<file path="src/rtl/cfgbank_pkg.sv">
// Package: shared constants and helpers for the lockable configuration bank.
// Assumes byte-or-wider data and a command register at the top address.
package cfgbank_pkg;
    localparam int CMD_LOCK_BIT = 0;
    localparam int CMD_SRST_BIT = 1;
    localparam int CMD_PD_BIT   = 2;
    localparam int CMD_USED     = 3;

    // Default contents of register idx: its address folded with a mask.
    function automatic logic [7:0] def_byte(input int idx, input logic [7:0] mask);
        return 8'(idx) ^ mask;
    endfunction
endpackage

</file>
<file path="src/rtl/cfgbank_cmd.sv">
// Module: command/status register at the top address.
// Holds the write-once lock and power-down request bits and the
// self-clearing soft-reset pulse, and releases the power-down output on the
// first acknowledge pulse after the request. Assumes wr_cmd is already
// qualified to the command address.
module cfgbank_cmd
    import cfgbank_pkg::*;
#(
    parameter int DATA_W = 8
) (
    input  logic              clk,
    input  logic              rst_n,
    input  logic              wr_cmd,
    input  logic [DATA_W-1:0] wr_data,
    input  logic              ack_done,
    output logic              locked,
    output logic              srst,
    output logic              pwrdn,
    output logic [DATA_W-1:0] cmd_word
);
    logic lock_q, srst_q, pd_req_q, pwrdn_q;

    // Write-once lock bit: set by a write of 1, cleared only by rst_n.
    always_ff @(posedge clk) begin
        if (!rst_n)                             lock_q <= 1'b0;
        else if (wr_cmd && wr_data[CMD_LOCK_BIT]) lock_q <= 1'b1;
    end

    // Soft-reset pulse: lasts one cycle, then clears itself.
    always_ff @(posedge clk) begin
        if (!rst_n) srst_q <= 1'b0;
        else        srst_q <= wr_cmd && wr_data[CMD_SRST_BIT] && !srst_q;
    end

    // Write-once power-down request bit.
    always_ff @(posedge clk) begin
        if (!rst_n)                             pd_req_q <= 1'b0;
        else if (wr_cmd && wr_data[CMD_PD_BIT]) pd_req_q <= 1'b1;
    end

    // Power-down output: rises on the first acknowledge after the request.
    always_ff @(posedge clk) begin
        if (!rst_n)                   pwrdn_q <= 1'b0;
        else if (pd_req_q && ack_done) pwrdn_q <= 1'b1;
    end

    // Read-back word: reserved bits are always zero.
    always_comb begin
        cmd_word               = '0;
        cmd_word[CMD_LOCK_BIT] = lock_q;
        cmd_word[CMD_SRST_BIT] = srst_q;
        cmd_word[CMD_PD_BIT]   = pd_req_q;
    end

    assign locked = lock_q;
    assign srst   = srst_q;
    assign pwrdn  = pwrdn_q;

    // the lock never drops without rst_n.
    a_r4_lock_sticky: assert property (@(posedge clk) disable iff (!rst_n)
        lock_q |=> lock_q);
    // the soft-reset pulse lasts a single cycle.
    a_r8_srst_one_cycle: assert property (@(posedge clk) disable iff (!rst_n)
        srst_q |=> !srst_q);
    // power-down rises only after an acknowledge with the request latched.
    a_r10_pd_after_ack: assert property (@(posedge clk) disable iff (!rst_n)
        $rose(pwrdn_q) |-> $past(ack_done && pd_req_q));
    // power-down stays asserted.
    a_r10_pd_sticky: assert property (@(posedge clk) disable iff (!rst_n)
        pwrdn_q |=> pwrdn_q);
endmodule

</file>
<file path="src/rtl/cfgbank_guard.sv">
// Module: write-permission decode for the register page.
// Builds, per entry, a write enable and a reload enable that honour the lock,
// the protected range and the exempt list. Assumes the command register sits
// at the top address and is never part of the page's storage.
module cfgbank_guard #(
    parameter int ADDR_W     = 8,
    parameter int PROT_TOP   = 'hF0,
    parameter int NUM_EXEMPT = 5,
    parameter logic [NUM_EXEMPT-1:0][ADDR_W-1:0] EXEMPT_ADDRS = '0
) (
    input  logic                    wr_en,
    input  logic [ADDR_W-1:0]       addr,
    input  logic                    locked,
    input  logic                    srst,
    output logic [(1<<ADDR_W)-1:0]  open_map,
    output logic [(1<<ADDR_W)-1:0]  we_vec,
    output logic [(1<<ADDR_W)-1:0]  reload_vec
);
    localparam int NUM_ENT = 1 << ADDR_W;
    localparam int CMD_IDX = NUM_ENT - 1;

    // Elaboration-time check: is this entry writable under the lock?
    function automatic bit entry_open(input int idx);
        if (idx > PROT_TOP) return 1'b1;
        for (int k = 0; k < NUM_EXEMPT; k++)
            if (EXEMPT_ADDRS[k] == ADDR_W'(idx)) return 1'b1;
        return 1'b0;
    endfunction

    for (genvar i = 0; i < NUM_ENT; i++) begin : g_ent
        if (i == CMD_IDX) begin : g_cmd
            assign open_map[i]   = 1'b0;
            assign we_vec[i]     = 1'b0;
            assign reload_vec[i] = 1'b0;
        end else begin : g_reg
            localparam bit OPEN = entry_open(i);
            assign open_map[i]   = OPEN;
            // Entry write: addressed and either unlocked or exempt.
            assign we_vec[i]     = wr_en && (addr == ADDR_W'(i)) && (!locked || OPEN);
            // Entry reload: soft reset reaches it unless locked and protected.
            assign reload_vec[i] = srst && (!locked || OPEN);
        end
    end
endmodule

</file>
<file path="src/rtl/cfgbank_store.sv">
// Module: register storage for the page below the command register.
// Each entry reloads its default on hardware reset or on its reload enable,
// otherwise takes write data on its write enable. The top entry is absent
// and reads as zero. Assumes the enables come from cfgbank_guard.
module cfgbank_store
    import cfgbank_pkg::*;
#(
    parameter int          ADDR_W   = 8,
    parameter int          DATA_W   = 8,
    parameter logic [7:0]  DEF_MASK = 8'h5A
) (
    input  logic                                 clk,
    input  logic                                 rst_n,
    input  logic [(1<<ADDR_W)-1:0]               we_vec,
    input  logic [(1<<ADDR_W)-1:0]               reload_vec,
    input  logic [DATA_W-1:0]                    wr_data,
    output logic [(1<<ADDR_W)-1:0][DATA_W-1:0]   mem_q
);
    localparam int NUM_ENT = 1 << ADDR_W;

    for (genvar i = 0; i < NUM_ENT; i++) begin : g_ent
        if (i == NUM_ENT - 1) begin : g_hole
            assign mem_q[i] = '0;
        end else begin : g_reg
            localparam logic [DATA_W-1:0] DEF = DATA_W'(def_byte(i, DEF_MASK));
            // One entry: reload has priority over a write in the same cycle.
            always_ff @(posedge clk) begin
                if (!rst_n || reload_vec[i]) mem_q[i] <= DEF;
                else if (we_vec[i])          mem_q[i] <= wr_data;
            end
        end
    end
endmodule

</file>
<file path="src/rtl/lockable_cfg_bank.sv">
// Module: top of the lockable configuration register bank.
// Ties the command register, the write guard and the storage together and
// provides the registered read port. Assumes one access per cycle on a
// shared address and a synchronous active-low reset.
module lockable_cfg_bank
    import cfgbank_pkg::*;
#(
    parameter int          ADDR_W     = 8,
    parameter int          DATA_W     = 8,
    parameter int          PROT_TOP   = 'hF0,
    parameter int          NUM_EXEMPT = 5,
    parameter logic [NUM_EXEMPT-1:0][ADDR_W-1:0] EXEMPT_ADDRS =
        {8'h0F, 8'h0E, 8'h0D, 8'h0C, 8'h0B},
    parameter logic [7:0]  DEF_MASK   = 8'h5A
) (
    input  logic              clk,
    input  logic              rst_n,
    input  logic [ADDR_W-1:0] addr,
    input  logic              wr_en,
    input  logic [DATA_W-1:0] wr_data,
    input  logic              rd_en,
    output logic [DATA_W-1:0] rd_data,
    input  logic              ack_done,
    output logic              attach_o,
    output logic              pwrdn_o
);
    localparam int              NUM_ENT  = 1 << ADDR_W;
    localparam logic [ADDR_W-1:0] CMD_ADDR = ADDR_W'(NUM_ENT - 1);

    logic                             locked, srst, pwrdn;
    logic [DATA_W-1:0]                cmd_word, rd_word, rd_q;
    logic [NUM_ENT-1:0]               open_map, we_vec, reload_vec;
    logic [NUM_ENT-1:0][DATA_W-1:0]   mem_q;
    logic                             wr_cmd;

    assign wr_cmd = wr_en && (addr == CMD_ADDR);

    cfgbank_cmd #(.DATA_W(DATA_W)) u_cmd (
        .clk      (clk),
        .rst_n    (rst_n),
        .wr_cmd   (wr_cmd),
        .wr_data  (wr_data),
        .ack_done (ack_done),
        .locked   (locked),
        .srst     (srst),
        .pwrdn    (pwrdn),
        .cmd_word (cmd_word)
    );

    cfgbank_guard #(
        .ADDR_W       (ADDR_W),
        .PROT_TOP     (PROT_TOP),
        .NUM_EXEMPT   (NUM_EXEMPT),
        .EXEMPT_ADDRS (EXEMPT_ADDRS)
    ) u_guard (
        .wr_en      (wr_en),
        .addr       (addr),
        .locked     (locked),
        .srst       (srst),
        .open_map   (open_map),
        .we_vec     (we_vec),
        .reload_vec (reload_vec)
    );

    cfgbank_store #(
        .ADDR_W   (ADDR_W),
        .DATA_W   (DATA_W),
        .DEF_MASK (DEF_MASK)
    ) u_store (
        .clk        (clk),
        .rst_n      (rst_n),
        .we_vec     (we_vec),
        .reload_vec (reload_vec),
        .wr_data    (wr_data),
        .mem_q      (mem_q)
    );

    // Read mux: command word at the top address, storage elsewhere.
    always_comb rd_word = (addr == CMD_ADDR) ? cmd_word : mem_q[addr];

    // Registered read data, loaded only on a read strobe.
    always_ff @(posedge clk) begin
        if (!rst_n)     rd_q <= '0;
        else if (rd_en) rd_q <= rd_word;
    end

    assign rd_data  = rd_q;
    assign attach_o = locked;
    assign pwrdn_o  = pwrdn;

    // reserved command bits never read back as one.
    a_r3_reserved_zero: assert property (@(posedge clk) disable iff (!rst_n)
        (rd_en && addr == CMD_ADDR) |=> (rd_data[DATA_W-1:CMD_USED] == '0));

    // a protected entry does not change while the page is locked.
    for (genvar i = 0; i < NUM_ENT - 1; i++) begin : g_chk
        a_r5_protected_stable: assert property (@(posedge clk) disable iff (!rst_n)
            (locked && !open_map[i]) |=> $stable(mem_q[i]));
    end
endmodule

</file>
<file path="config.mk">
export PLATFORM = sky130hd
export DESIGN_NAME = lockable_cfg_bank
export DESIGN_NICKNAME = d
export VERILOG_FILES = /design/src/rtl/cfgbank_pkg.sv /design/src/rtl/cfgbank_cmd.sv /design/src/rtl/cfgbank_guard.sv /design/src/rtl/cfgbank_store.sv /design/src/rtl/lockable_cfg_bank.sv
export SDC_FILE = /design/constraint.sdc
export NUM_CORES = 2
export LEC_CHECK = 0
export ABC_CLOCK_PERIOD_IN_PS = 2300
export CAP_MARGIN = 0
export CORE_MARGIN = 3
export CORE_UTILIZATION = 33
export CTS_BUF_LIST = sky130_fd_sc_hd__clkbuf_4 sky130_fd_sc_hd__clkbuf_8 sky130_fd_sc_hd__clkbuf_16
export CTS_CLUSTER_DIAMETER = 80
export DETAILED_ROUTE_END_ITERATION = 8
export PLACE_DENSITY = 0.49
export SLEW_MARGIN = 30
export SYNTH_ARGS = -nofsm -noshare
export SYNTH_HDL_FRONTEND = slang
export SYNTH_SLANG_ARGS = --single-unit
export TNS_END_PERCENT = 1
</file>
<file path="constraint.sdc">
create_clock -name clk -period 2.3 [get_ports clk]
set_input_delay 0.23 -clock clk [delete_from_list [all_inputs] [get_ports clk]]
set_output_delay 0.23 -clock clk [all_outputs]
set_load 0.01 [all_outputs]
</file>
==> metrics.yaml <==
nNetsFinal: 11300
cts.sink_count: 2052
cts_tree: "built"
placedCellCount: 14600
outcome: "finished, violations left"
worst_slack_ns: -0.163
drt_wl_total_um: 387000
critPathMaxStageDelay_ns: 0.55
cts_buffers: 230
htreeDepth: 4
fin_skew_ns: 0.0635
cp_num_buf_inv: 1
yosysTopAreaCellShare_pct: 46.4
postCtsSetupRepairBufs: 0
synth_edf_count: 0
drive_gt1_share_pct: 20.3
ys_ff_latch: 2052
pwr-share-seq_pct: 44.2
startpoint_type: "flop"
worstSetupEndpoint: "rd_data[4]"
synth_ff_type: "dfxtp_1"
r2r_cells: 6
yosys.area.top_type: "dfxtp_1"
maxSlewHeadroom_pct: 42.5
crit_chain: "mux4_2, mux4_2, a22oi_2, buf_4, nand4_1, a31o_1"
path_max_fanout: 2
leakage_nw: 43.8
portBuffers: 30
powerDensity_nw_per_um2: 729
fin_area_um2: 111000
syn_nets: 10600
synth.area.top_cells: "dfxtp_1, nand2_1, mux4_2"
setup_viol: 5
yosysSeqAreaShare_pct: 46.4
min_period_ns: 2.46
clk_path_buf_depth: 4
r2r_slack_ns: -0.16
drtIter0Drc: 9745
drc: 0
dpl_cell_area_um2: 102000
nFillCells: 26100
max_cap_viol_count: 0
yosys_warnings: 0
synth_cell_types: 69
reg2reg_to: "rd_data[4]"
die_area_um2: 274000
fin_cells: 15000
final_hold_viol_count: 0
power_frac_comb_pct: 7.6
clk_pin_slew_ns: 0.06
period_share_pct: 107
cp-startpoint: "u_store.mem_q[1220]"
clockRootBuffer: "clkbuf_16"
grt_antenna_before_repair: 15
p_int_mw: 60.8
path_delay_family: "multiplexers"
switching_share_pct: 24.7
grt_pass1_vias: 78600
die_w_um: 524
grt_pass1_wl_um: 562000
synth_cells: 10500
postRouteAntennaNets: 0
failed_checks: "negative setup slack"
wl_per_cell_um: 25.8
rsz0062_at_grt: "true"
hold_ws_ns: 0.0896
gp_congestion: 0.939
utilization_pct: 41.6
worstPathArrival_ns: 3.27
max-vdd-ir-drop_uv: 596
first_pass_iters: 6
path_depth: 6
viasPerCell: 5.52
grt_max_degree: 84
slowest_stage: "mux4_2"
hp-class: "in -> reg"
ios: 31
critPathKind: "reg -> reg"
p_sw_mw: 19.9
dpl.hpwl_um: 268000
die_h_um: 524
syn_area_um2: 88500
power_frac_clock_pct: 48.1
crit_path_frequent_cell: "mux4_2"
syn_area_per_cell_um2: 8.40
place_ws_ns: -1.19
gr-total-overflow: 0
worst_pin_slew_ns: 0.861
critPathRequiredTime_ns: 3.11
ys_async_sr_fraction_pct: 0
worst_r2r_startpoint: "u_store.mem_q[1220]"
core.rowCount: 189
report.final.slew_viol_count: 0
worstSkewPairLatency_ns: 0.91
grt_util_all_layers_pct: 27.5
fmax_ghz: 0.406
area_delta_synth_final_pct: 25.2
initial_utilization_pct: 33.2
vias: 82800
design.core.area_um2: 266000
cp-end-kind: "flop"
==> flip-flops by register name, summed over array words and instances (netlist names) <==
name            count
rd_data             8
u_cmd.pd_req_q      1
u_cmd.srst          1
u_store.mem_q    2040
u_cmd.locked        1
u_cmd.pwrdn         1
==> worst reg2reg max path, cell delays in order (launching register included) <==
cell	delay (ns)
dfxtp_2	0.33
mux4_2	0.51
mux4_2	0.55
a22oi_2	0.30
buf_4	0.18
nand4_1	0.20
a31o_1	0.28
==> cell type report <==
type / instances / area, µm² / area share (%)
antenna: 7 / 17.5 / 0.0158
multi-input combinational: 7701 / 44500 / 40.2
clock buffer: 324 / 6780 / 6.12
tap: 3533 / 4420 / 3.99
clock inverter: 87 / 1130 / 1.02
sequential: 2052 / 41100 / 37.1
timing repair buffer: 1286 / 12700 / 11.5
inverter: 7 / 33.8 / 0.0305
==> repair_timing <==
item / CTS / global route
gates resized for setup: 48 / 22
pin swaps: 9 / 1
setup endpoints to repair: 166 / 210
cloned: 0 / 0
endpoints found under the hold margin: 632 / 0
hold buffers: 10 / 0
==> cells by family (layout without fill, tap and decap cells) <==
kind of cell           after synthesis  in the layout  share of synthesized area, %
and+or+nand+nor                   5701           5701                          26.3
other                                0              7                             0
AOI/OAI and AO/OA                 1236           1236                          7.62
buffers and inverters              780           1704                          3.84
muxes                              764            764                          15.8
DFF                               2052           2052                          46.4
==> worst min-delay path by stage <==
stage | cells past startpoint | endpoint | slack (ns) | start
3_3_place_gp | 2 | u_store.mem_q[1234] | 0.44 | u_store.mem_q[1234]
2_1_floorplan | 2 | u_cmd.pwrdn | 0.40 | ack_done
5_1_grt | 3 | u_cmd.pwrdn | 0.07 | rst_n
4_1_cts | 5 | rd_data[6] | 0.03 | addr[4]
6_report | 3 | u_cmd.pwrdn | 0.09 | rst_n
3_5_place_dp | 2 | u_store.mem_q[665] | 0.44 | u_store.mem_q[665]
==> per-stage QoR <==
stage | setup TNS, ns | power [mW]
3_5_place_dp | -825.75 | 42.5
4_1_cts | -0.336 | 81.1
2_1_floorplan | -0.0132 | 39.1
6_report | -0.559 | 80.7
3_3_place_gp | -720.16 | 42.4
5_1_grt | -0.758 | 82.7
==> routing by layer <==
metal,global-route usage (%),up-vias,wire [µm]
met4,13.8,8,22600
li1,-,37400,-
met3,5.58,757,33800
met1,37.4,40800,163000
met2,41.5,3821,168000
met5,0,-,47
==> synthesized netlist by cell type (5+ instances only) <==
cell type  number
a21oi_1       990
a221oi_1       11
a22oi_1        54
a31oi_1         9
a32oi_1        20
and2_1          7
and3_1         10
buf_1          57
buf_2         108
buf_4          42
buf_6          21
clkbuf_1      543
dfxtp_1      2052
inv_1           5
mux2_2         11
mux2i_1       249
mux4_2        504
nand2_1      4033
nand2b_1        9
nand3_1      1212
nand4_1        10
nor2_1        320
nor2_2         25
nor2b_1        18
nor3_1         28
nor4_1          7
o2111ai_1       6
o211ai_1       15
o21ai_0        47
o221ai_1        6
o22a_1          5
o22ai_1        28
==> power by group through the flow <==
stage	clock, mW	combinational, mW	sequential, mW
2_1_floorplan	0	2.70	36.4
3_3_place_gp	0	5.97	36.5
3_5_place_dp	0	5.98	36.5
4_1_cts	39.4	6.05	35.7
5_1_grt	40.7	6.30	35.7
6_report	38.8	6.17	35.7
==> layout by cell type (no fill, tap or decap), types with 14 or more instances in the layout <==
master,n
a21oi_1,989
a22oi_1,50
a32oi_1,20
buf_12,236
buf_4,1009
bufinv_16,23
clkbuf_16,232
clkbuf_4,47
clkbuf_8,45
clkdlybuf4s50_1,14
clkinv_2,50
dfxtp_1,2040
mux2i_1,247
mux4_2,504
nand2_1,4020
nand2_2,14
nand3_1,1212
nor2_1,291
nor2_2,40
nor2_4,14
nor3_1,20
o211ai_1,15
o21ai_0,44
o22ai_1,27
Power figures use the tool's default switching activity.
